==> src/rtl/dmab_pkg.sv <==
package dmab_pkg;

    // Controller states for the bridge
    typedef enum logic [1:0] {
        ST_IDLE,
        ST_ISSUE,
        ST_WAIT,
        ST_RESP
    } dmab_state_e;

endpackage

==> src/rtl/dmab_req_stage.sv <==
// Widens the upstream request and holds it for the downstream side.
module dmab_req_stage #(
    parameter int AW    = 30,
    parameter int UP_DW = 32,
    parameter int LANES = 2
) (
    input  logic                      clk,
    input  logic                      rst_n,
    input  logic                      load,
    input  logic                      up_we,
    input  logic [AW-1:0]             up_adr,
    input  logic [UP_DW/8-1:0]        up_sel,
    input  logic [UP_DW-1:0]          up_wdat,
    output logic                      dn_we,
    output logic [AW-$clog2(LANES)-1:0] dn_adr,
    output logic [UP_DW*LANES/8-1:0]  dn_sel,
    output logic [UP_DW*LANES-1:0]    dn_wdat,
    output logic [$clog2(LANES)-1:0]  lane_q
);
    localparam int SW  = UP_DW / 8;
    localparam int DW  = UP_DW * LANES;
    localparam int DSW = DW / 8;
    localparam int LB  = $clog2(LANES);
    localparam int DAW = AW - LB;

    logic [LB-1:0]  lane_w;
    logic [DSW-1:0] sel_w;
    logic [DW-1:0]  wdat_w;

    assign lane_w = up_adr[LB-1:0];

    // One slice per lane: copy the data, steer the selects
    generate
        for (genvar g = 0; g < LANES; g++) begin : g_lane
            assign sel_w[g*SW +: SW]        = (lane_w == LB'(g)) ? up_sel : '0;
            assign wdat_w[g*UP_DW +: UP_DW] = up_wdat;
        end
    endgenerate

    always_ff @(posedge clk or negedge rst_n) begin
        if (!rst_n) begin
            dn_we   <= 1'b0;
            dn_adr  <= '0;
            dn_sel  <= '0;
            dn_wdat <= '0;
            lane_q  <= '0;
        end else if (load) begin
            dn_we   <= up_we;
            dn_adr  <= up_adr[AW-1:LB];
            dn_sel  <= sel_w;
            dn_wdat <= wdat_w;
            lane_q  <= lane_w;
        end
    end

    logic unused_daw;
    assign unused_daw = (DAW > 0);

endmodule

==> src/rtl/dmab_resp_stage.sv <==
// Picks the addressed lane of the returning word and registers it.
module dmab_resp_stage #(
    parameter int UP_DW = 32,
    parameter int LANES = 2
) (
    input  logic                     clk,
    input  logic                     rst_n,
    input  logic                     load,
    input  logic [$clog2(LANES)-1:0] lane,
    input  logic [UP_DW*LANES-1:0]   dn_rdat,
    output logic [UP_DW-1:0]         up_rdat
);
    logic [UP_DW-1:0] part [LANES];

    generate
        for (genvar g = 0; g < LANES; g++) begin : g_part
            assign part[g] = dn_rdat[g*UP_DW +: UP_DW];
        end
    endgenerate

    always_ff @(posedge clk or negedge rst_n) begin
        if (!rst_n) begin
            up_rdat <= '0;
        end else if (load) begin
            up_rdat <= part[lane];
        end
    end

endmodule

==> src/rtl/dmab_ctrl.sv <==
// Converts the classic handshake into a pipelined one, one transfer at a time.
module dmab_ctrl
    import dmab_pkg::*;
(
    input  logic clk,
    input  logic rst_n,
    input  logic up_cyc,
    input  logic up_stb,
    input  logic dn_stall,
    input  logic dn_ack,
    output logic load_req,
    output logic load_rsp,
    output logic dn_cyc,
    output logic dn_stb,
    output logic up_ack
);
    dmab_state_e state_q, state_d;
    logic        drop_q;   // master withdrew during this transfer
    logic        ack_q;

    // State register
    always_ff @(posedge clk or negedge rst_n) begin
        if (!rst_n) state_q <= ST_IDLE;
        else        state_q <= state_d;
    end

    // Next state
    always_comb begin
        state_d = state_q;
        unique case (state_q)
            ST_IDLE:  if (up_cyc && up_stb) state_d = ST_ISSUE;
            ST_ISSUE: if (!dn_stall)        state_d = ST_WAIT;
            ST_WAIT:  if (dn_ack)           state_d = ST_RESP;
            ST_RESP:                        state_d = ST_IDLE;
            default:                        state_d = ST_IDLE;
        endcase
    end

    // Outputs decoded from the state
    always_comb begin
        load_req = 1'b0;
        load_rsp = 1'b0;
        dn_cyc   = 1'b0;
        dn_stb   = 1'b0;
        unique case (state_q)
            ST_IDLE:  load_req = up_cyc && up_stb;
            ST_ISSUE: begin dn_cyc = 1'b1; dn_stb = 1'b1; end
            ST_WAIT:  begin dn_cyc = 1'b1; load_rsp = dn_ack; end
            ST_RESP:  ;
            default:  ;
        endcase
    end

    // Abandon tracking and registered acknowledge
    always_ff @(posedge clk or negedge rst_n) begin
        if (!rst_n) begin
            drop_q <= 1'b0;
            ack_q  <= 1'b0;
        end else begin
            if (load_req)
                drop_q <= 1'b0;
            else if (dn_cyc && !up_cyc)
                drop_q <= 1'b1;
            ack_q <= load_rsp && !drop_q && up_cyc;
        end
    end

    assign up_ack = ack_q;

endmodule

==> src/rtl/dmab_bridge.sv <==
// Top: 32-bit classic master to 64-bit pipelined bus, registered both ways.
module dmab_bridge #(
    parameter int AW    = 30,
    parameter int UP_DW = 32,
    parameter int LANES = 2
) (
    input  logic                            clk,
    input  logic                            rst_n,
    input  logic                            up_cyc,
    input  logic                            up_stb,
    input  logic                            up_we,
    input  logic [AW-1:0]                   up_adr,
    input  logic [UP_DW/8-1:0]              up_sel,
    input  logic [UP_DW-1:0]                up_wdat,
    output logic                            up_ack,
    output logic [UP_DW-1:0]                up_rdat,
    output logic                            dn_cyc,
    output logic                            dn_stb,
    output logic                            dn_we,
    output logic [AW-$clog2(LANES)-1:0]     dn_adr,
    output logic [UP_DW*LANES/8-1:0]        dn_sel,
    output logic [UP_DW*LANES-1:0]          dn_wdat,
    input  logic                            dn_stall,
    input  logic                            dn_ack,
    input  logic [UP_DW*LANES-1:0]          dn_rdat
);
    localparam int LB = $clog2(LANES);

    logic          load_req;
    logic          load_rsp;
    logic [LB-1:0] lane_q;

    dmab_ctrl u_ctrl (
        .clk      (clk),
        .rst_n    (rst_n),
        .up_cyc   (up_cyc),
        .up_stb   (up_stb),
        .dn_stall (dn_stall),
        .dn_ack   (dn_ack),
        .load_req (load_req),
        .load_rsp (load_rsp),
        .dn_cyc   (dn_cyc),
        .dn_stb   (dn_stb),
        .up_ack   (up_ack)
    );

    dmab_req_stage #(.AW(AW), .UP_DW(UP_DW), .LANES(LANES)) u_req (
        .clk     (clk),
        .rst_n   (rst_n),
        .load    (load_req),
        .up_we   (up_we),
        .up_adr  (up_adr),
        .up_sel  (up_sel),
        .up_wdat (up_wdat),
        .dn_we   (dn_we),
        .dn_adr  (dn_adr),
        .dn_sel  (dn_sel),
        .dn_wdat (dn_wdat),
        .lane_q  (lane_q)
    );

    dmab_resp_stage #(.UP_DW(UP_DW), .LANES(LANES)) u_rsp (
        .clk     (clk),
        .rst_n   (rst_n),
        .load    (load_rsp),
        .lane    (lane_q),
        .dn_rdat (dn_rdat),
        .up_rdat (up_rdat)
    );

endmodule

==> config.mk <==
export PLATFORM = sky130hd
export DESIGN_NAME = dmab_bridge
export DESIGN_NICKNAME = d
export VERILOG_FILES = /design/src/rtl/dmab_pkg.sv /design/src/rtl/dmab_req_stage.sv /design/src/rtl/dmab_resp_stage.sv /design/src/rtl/dmab_ctrl.sv /design/src/rtl/dmab_bridge.sv
export SDC_FILE = /design/constraint.sdc
export NUM_CORES = 1
export LEC_CHECK = 0
export CAP_MARGIN = 20
export CELL_PAD_IN_SITES_DETAIL_PLACEMENT = 0
export CELL_PAD_IN_SITES_GLOBAL_PLACEMENT = 1
export CORE_UTILIZATION = 28
export DETAILED_ROUTE_END_ITERATION = 7
export PLACE_DENSITY = 0.77
export SYNTH_ARGS = -nofsm -noshare
export SYNTH_HDL_FRONTEND = slang
export SYNTH_SLANG_ARGS = --single-unit
==> constraint.sdc <==
create_clock -name clk -period 1.64 [get_ports clk]
set_input_delay 0.164 -clock clk [delete_from_list [all_inputs] [get_ports clk]]
set_output_delay 0.164 -clock clk [all_outputs]
set_load 0.02 [all_outputs]
==> out/qor.txt, run 1 <==
Relative slew margins -> 70.4%
Post-CTS setup buffers -> 0
First-pass GRT wire length -> 18300 um
Syn Nets -> 500
1st-iter DRT viols -> 75
Pwr Total -> 15.4 mW
DIE WIDTH -> 130 um
FF+latch count, synth -> 107
Vias in the first global route -> 3567
Cells after Synth -> 359
Max cap viols -> 0
Clock sink total -> 107
Arrival @ worst endpoint -> 1.39 ns
Post-route ant nets -> 0
Clock transition at path regs -> 0.07 ns
Net count of the finished layout -> 742
CP Class -> flip-flop to output pin
Switching fraction of total power -> 37.6%
Syn. warnings -> 0
Reg-to-Reg Start -> u_ctrl.state_q[0]$_DFFE_PN0P_
Crit path max fanout -> 3
Fin. max-slew vios -> 0
DRC -> 0
Unrepaired setup endpoints after global routing -> no
Asr flop ratio synth -> 100%
Sequential power share -> 30.9%
Count leader, synth -> dfrtp_1
Via density -> 4.32
Startpoint Class -> flip-flop
Post-synth EDFFs -> 0
Synth Area per Inst -> 12.8 um^2
Final setup fails -> 0
Total core area -> 0.0159 mm^2
Period utilisation layout -> 94.9%
Largest area contributor in the netlist -> dfrtp_1
CTS tree -> built
Post-route setup TNS -> 0 ns
Fraction of final layout cells sized beyond drive strength 1 -> 15.5%
GRT Util Overall -> 14.2%
Total number of vias -> 3547
Synth Flop Type -> dfrtp_1
Hold Vio Cnt, Final -> 0
DP HPWL -> 9450 um
Fmax -> 0.643 GHz
Root Buffer -> clkbuf_16
Clock Path Buffers -> 2
Pwr dens -> 2000 mW/mm^2
# fillers -> 1425
Clk pwr share -> 14.3%
Clock Latency Late Sink -> 0.34 ns
Post-synth top cells -> 107 x dfrtp_1, 63 x mux2_2, 34 x buf_4, 33 x mux2i_1, 33 x nor2_1
Antenna Cells -> 0
Seq/Total Area, Yosys -> 58.4%
GP Congestion -> 0.718
Initial antenna violation count -> 0
# IOs -> 274
First-pass DRT Iterations -> 4
Die H -> 130 um
WL/cell -> 15.0 um
Grt ovf -> 0
Int Pwr -> 9.61 mW
# rows -> 46
I/O Buffers -> 273
Clock buffer count from CTS -> 9
Max VDD drop -> 1.06 mV
CP Launch Point -> u_ctrl.state_q[1]$_DFFE_PN0P_
Placed instance area -> 0.00738 mm^2
Ranking of synthesized cells by area -> dfrtp_1 58%, mux2_2 15%, mux2i_1 7.2%
Final Critical Period -> 1.56 ns
P&R area growth vs syn -> 68.4%
H-tree levels -> 3
Clock skew -> 0.00830 ns
P_sw -> 5.80 mW
Combinational power share -> 54.8%
Critical Path RT -> 1.48 ns
Outcome -> completed
Yosys top cell area share -> 58.4%
Actual transition at the worst max-transition pin -> 0.445 ns
Setup crit end kind -> output pin
LEAKAGE -> 3.24 nW
Hold Path Class -> input port to asynchronous set/reset pin
Final Instance Area -> 0.00772 mm^2
Count of cell types in the netlist -> 21
Drt total wl -> 12300 um
Die area -> 0.0169 mm^2
Initial core utilization -> 28.8%
Mapped Area -> 0.00458 mm^2
Largest net degree at the start of global routing -> 66
power by group through the flow:
stage                     clock [mW]  combinational (mW)  sequential (mW)
after floorplan                    0                3.28             6.20
final                           2.21                8.44             4.76
after detailed placement           0                8.55             4.81
after global placement             0                8.44             4.74
after global routing            2.43                8.95             4.94
after CTS                       2.30                8.56             4.79
per-stage QoR:
step | hold WS [ns] | worst slack (ns) | instances | utilization, %
3_5_place_dp | 0.143 | 0.0205 | 804 | 46.3
3_3_place_gp | 0.138 | 0.0380 | 804 | 46.3
5_1_grt | 0.337 | 0.0155 | 822 | 48.4
4_1_cts | 0.309 | 0.0109 | 821 | 48.2
2_1_floorplan | -0.132 | 0.170 | 359 | -
6_report | 0.306 | 0.0842 | 822 | 48.4
layout make-up:
| class | count | area, um^2 | area share, % |
|---|---|---|---|
| Clock inverter | 4 | 48.8 | 0.632 |
| Clock buffer | 12 | 256 | 3.32 |
| Timing Repair Buffer | 283 | 2890 | 37.4 |
| Sequential cell | 107 | 2680 | 34.7 |
| Tap cell | 216 | 270 | 3.50 |
| Multi-Input combinational cell | 198 | 1570 | 20.3 |
| Inverter | 2 | 7.51 | 0.0972 |
metal layers:
| layer | vias up | part of all wire [%] | global-route usage [%] |
|---|---|---|---|
| li1 | 1671 | - | - |
| met5 | - | 0 | 0 |
| met3 | 12 | 9.8 | 6.03 |
| met4 | 0 | 1.2 | 4.51 |
| met1 | 1704 | 39 | 15.7 |
| met2 | 160 | 50 | 24.9 |
state kept, by name, indices dropped and copies added, names as in the netlist:
| signal | cells |
|---|---|
| u_ctrl.up_ack | 1 |
| u_req.lane_q | 1 |
| u_ctrl.state_q | 2 |
| u_req.dn_wdat | 32 |
| u_req.dn_sel | 8 |
| u_req.dn_we | 1 |
| u_rsp.up_rdat | 32 |
| u_ctrl.drop_q | 1 |
| u_req.dn_adr | 29 |
kinds of logic (layout without fill, tap and decap cells):
logic type / count (synthesis) / after routing / synth area share, %
AO/OA/AOI/OAI: 42 / 42 / 4.75
adder cells (fa/ha/maj): 4 / 4 / 1.09
buffers and inverters: 54 / 301 / 7.61
flip-flops: 107 / 107 / 58.4
multiplexers: 97 / 97 / 23.0
AND/OR/NAND/NOR: 55 / 55 / 5.13
cells in the final DEF, fill, tap and decap left out, types with 2 or more instances in the layout:
cell type / Yosys / layout
ha_1: 4 / 3
nand2_1: 13 / 13
o21ai_0: 8 / 8
nor2_1: 33 / 33
buf_12: 0 / 4
clkinv_2: 0 / 2
buf_4: 34 / 4
nor2b_1: 2 / 2
nand2b_1: 4 / 4
inv_1: 2 / 2
mux2i_1: 33 / 33
clkbuf_8: 0 / 2
dfrtp_1: 107 / 106
clkdlybuf4s50_1: 0 / 270
a21oi_1: 32 / 32
clkbuf_16: 0 / 10
mux2_2: 63 / 63
worst paths after layout:
check / cells past startpoint / slack (ns) / end
setup / recovery: 3 / 0.08 / dn_stb
hold / removal: 2 / 0.31 / u_req.dn_adr[20]$_DFFE_PN0P_
setup reg to reg: 5 / 0.09 / u_ctrl.state_q[1]$_DFFE_PN0P_
hold reg to reg: 2 / 0.49 / u_req.dn_sel[6]$_DFFE_PN0P_
max in group asynchronous: 3 / 0.66 / u_req.dn_adr[26]$_DFFE_PN0P_
min in group clk: 3 / 0.41 / u_req.dn_sel[5]$_DFFE_PN0P_
worst max-delay path: stages (launching register included):
cell and delay, ns:
dfrtp_1 0.41, inv_1 0.11, ha_1 0.18, dlygate4sd2_1 0.36
timing repair:
| action | in CTS | in global routing |
|---|---|---|
| hold endpoints to repair | 31 | 0 |
| gates resized for setup | 4 | 3 |
| pin swaps | 0 | 1 |
| hold buffers | 1 | 0 |
| cloned | 0 | 1 |
| setup endpoints to repair | 2 | 32 |
No activity file was read; power rests on OpenSTA's default activity.
==> run 2, diff against run 1 <==
Settings changed: ABC_AREA set to 1, CORE_UTILIZATION 28 to 36, DONT_BUFFER_PORTS set to 1, PLACE_DENSITY 0.77 to 0.63.
==> out/qor.txt, run 2 <==
Outcome -> finished with violations (was completed)
Failing checks -> hold timing
Syn. warnings -> 0 (unchanged)
Crit path max fanout -> 62 (was 3)
Final Instance Area -> 0.00589 mm^2 (was 0.00772 mm^2)
1st-iter DRT viols -> 206 (was 75)
Cells after Synth -> 540 (was 359)
Reg2reg setup slack -> 0.20 ns (was 0.09 ns)
Drt total wl -> 12100 um (was 12300 um)
Commonest cells after routing, fill and taps aside -> 250 x nand2_1, 107 x dfrtp_1, 99 x dlygate4sd3_1 (was 270 x clkdlybuf4s50_1, 106 x dfrtp_1, 63 x mux2_2)
# rows -> 41 (was 46)
Fraction of final layout cells sized beyond drive strength 1 -> 4.79% (was 15.5%)
Max cap viols -> 0 (unchanged)
Post-route setup TNS -> 0 ns (unchanged)
GRT Util Overall -> 17.6% (was 14.2%)
Syn Nets -> 681 (was 500)
Clock Latency Late Sink -> 0.34 ns (about the same)
Fmax -> 0.693 GHz (was 0.643 GHz)
Clock transition at path regs -> 0.07 ns (about the same)
Mapped Area -> 0.00462 mm^2 (was 0.00458 mm^2)
Asr flop ratio synth -> 100% (unchanged)
Hold Vio Cnt, Final -> 107 (was 0)
Setup crit end kind -> flip-flop (was output pin)
Post-synth EDFFs -> 0 (unchanged)
DRC -> 0 (unchanged)
Pwr Total -> 12.0 mW (was 15.4 mW)
First-pass DRT Iterations -> 5 (was 4)
Total number of vias -> 3671 (was 3547)
DP HPWL -> 7790 um (was 9450 um)
LEAKAGE -> 2.85 nW (was 3.24 nW)
Seq/Total Area, Yosys -> 57.9% (was 58.4%)
Most common cell after layout, fill and taps aside -> nand2_1 (was clkdlybuf4s50_1)
FF+latch count, synth -> 107 (unchanged)
P&R area growth vs syn -> 27.3% (was 68.4%)
Clock skew -> 0.00484 ns (was 0.00830 ns)
GRT met2 Usage -> 30.2% (was 24.9%)
Fin util -> 46.8% (was 48.4%)
Post-synth top cells -> 250 x nand2_1, 107 x dfrtp_1, 64 x a21oi_1, 42 x buf_4, 34 x nor2_1 (was 107 x dfrtp_1, 63 x mux2_2, 34 x buf_4, 33 x mux2i_1, 33 x nor2_1)
Final setup fails -> 0 (unchanged)
Largest net degree at the start of global routing -> 108 (was 66)
Final Critical Period -> 1.44 ns (was 1.56 ns)
Unrepaired setup endpoints after global routing -> no (unchanged)
Startpoint Class -> flip-flop (unchanged)
Ranking of synthesized cells by area -> dfrtp_1 58%, nand2_1 20%, a21oi_1 6.9% (was dfrtp_1 58%, mux2_2 15%, mux2i_1 7.2%)
Synth Area per Inst -> 8.56 um^2 (was 12.8 um^2)
Pwr dens -> 2040 mW/mm^2 (was 2000 mW/mm^2)
Post-route setup slack -> 0.198 ns (was 0.0842 ns)
Relative slew margins -> 71.4% (was 70.4%)
Via density -> 4.72 (was 4.32)
Arrival @ worst endpoint -> 1.72 ns (was 1.39 ns)
Clock Path Buffers -> 2 (unchanged)
Count of cell types in the netlist -> 17 (was 21)
Critical Path RT -> 1.92 ns (was 1.48 ns)
CP Class -> flip-flop to flip-flop (was flip-flop to output pin)
Vias in the first global route -> 3558 (was 3567)
Hold Buf Count CTS -> 99 (was 1)
Die area -> 0.0133 mm^2 (was 0.0169 mm^2)
Post-CTS setup buffers -> 0 (unchanged)
Actual transition at the worst max-transition pin -> 0.429 ns (was 0.445 ns)
Initial core utilization -> 36.8% (was 28.8%)
# IOs -> 274 (unchanged)
Fin. max-slew vios -> 0 (unchanged)
Grt peak-use layer -> met2 (unchanged)
Synth Flop Type -> dfrtp_1 (unchanged)
Net count of the finished layout -> 742 (unchanged)
Period utilisation layout -> 88.0% (was 94.9%)
Hold Path Class -> input port to asynchronous set/reset pin (unchanged)
DIE WIDTH -> 115 um (was 130 um)
I/O Buffers -> 0 (was 273)
Met1 usage -> 20.4% (was 15.7%)
Grt ovf -> 0 (unchanged)
Antenna Cells -> 0 (unchanged)
WL/cell -> 15.5 um (was 15.0 um)
Met3 Use GR -> 4.96% (was 6.03%)
Yosys top cell area share -> 57.9% (was 58.4%)
Count leader, synth -> nand2_1 (was dfrtp_1)
First-pass GRT wire length -> 17800 um (was 18300 um)
Post-route ant nets -> 0 (unchanged)
WHS -> -0.486 ns (was 0.306 ns)
Fin cells -> 778 (was 822)
Top flop regs -> u_req.dn_wdat x32, u_rsp.up_rdat x32, u_req.dn_adr x29 (unchanged)
CTS tree -> built (unchanged)
GP Congestion -> 0.759 (was 0.718)
Placed instance area -> 0.00455 mm^2 (was 0.00738 mm^2)
Clock sink total -> 107 (unchanged)
Max VDD drop -> 0.907 mV (was 1.06 mV)
Die H -> 115 um (was 130 um)
Largest area contributor in the netlist -> dfrtp_1 (unchanged)
Root Buffer -> clkbuf_16 (unchanged)
Total core area -> 0.0126 mm^2 (was 0.0159 mm^2)
Initial antenna violation count -> 0 (unchanged)
H-tree levels -> 3 (unchanged)
Placed cell count -> 663 (was 804)
Setup WS pre-CTS -> 0.198 ns (was 0.0205 ns)
Clock buffer count from CTS -> 9 (unchanged)
-- run 2: changes by cell type in the layout (fill, tap and decap cells not counted), moves of 4 or more --
cell             change
inv_1                +8
nand2_1            +237
mux2i_1             -33
clkdlybuf4s50_1    -270
a21oi_1             +32
dlygate4sd3_1       +98
mux2_2              -63
nand2b_1             -4
buf_4                +4
-- run 2: cell type report --
type	instances	area (um^2)
timing repair buffer	109	1090
fill	1175	6680
sequential	107	2680
clock inverter	7	124
inverter	11	41.3
tap	172	215
clock buffer	9	225
multi-input combinational	363	1510
-- run 2: routing by layer --
layer / up-vias / part of all wire [%]
met1: 1704 / 41
met3: 22 / 8.7
li1: 1759 / -
met2: 186 / 49
met4: 0 / 2.0
met5: - / 0
-- run 2: report_power, final --
group	switching, mW	total (mW)	internal [mW]
clock	0.993	2.50	1.50
sequential	3.02	6.88	3.86
combinational	1.55	2.61	1.06
-- run 2: final timing paths --
| path | startpoint | to | cells past startpoint |
|---|---|---|---|
| hold reg to reg | u_ctrl.drop_q$_DFFE_PN0P_ | u_ctrl.up_ack$_DFF_PN0_ | 1 |
| setup / recovery | u_ctrl.state_q[0]$_DFFE_PN0P_ | u_req.dn_wdat[41]$_DFFE_PN0P_ | 7 |
| setup reg to reg | u_ctrl.state_q[0]$_DFFE_PN0P_ | u_req.dn_wdat[41]$_DFFE_PN0P_ | 7 |
| max in group asynchronous | rst_n | u_ctrl.up_ack$_DFF_PN0_ | 0 |
| min in group clk | up_stb | u_req.dn_sel[1]$_DFFE_PN0P_ | 2 |
| hold / removal | rst_n | u_rsp.up_rdat[9]$_DFFE_PN0P_ | 0 |
-- run 2: what timing repair did --
action                     in CTS  in global routing
gates resized for setup         0                  0
setup endpoints to repair       0                  0
hold endpoints to repair      210                107
-- run 2: cells by family (layout without fill, tap and decap cells) --
kind of cell	Yosys count	after routing	synth area share, %
flops	107	107	57.9
fa+ha+maj	4	4	1.08
buf+inv	70	136	9.55
simple gates	289	289	23.9
compound gates	70	70	7.58
-- run 2: worst max-delay path, stage by stage (launching register included) --
cell and delay, ns:
dfrtp_1 0.40, inv_1 0.11, ha_1 0.23, nand3_4 0.11, inv_2 0.08, buf_12 0.24
nand2_1 0.10, nand2_1 0.07
==> run 3, diff against run 2 <==
Settings changed: GPL_ROUTABILITY_DRIVEN set to 0, SLEW_MARGIN set to 20.
==> results of run 3 <==
No change in the layout: final DEF, timing and power equal those of run 2.
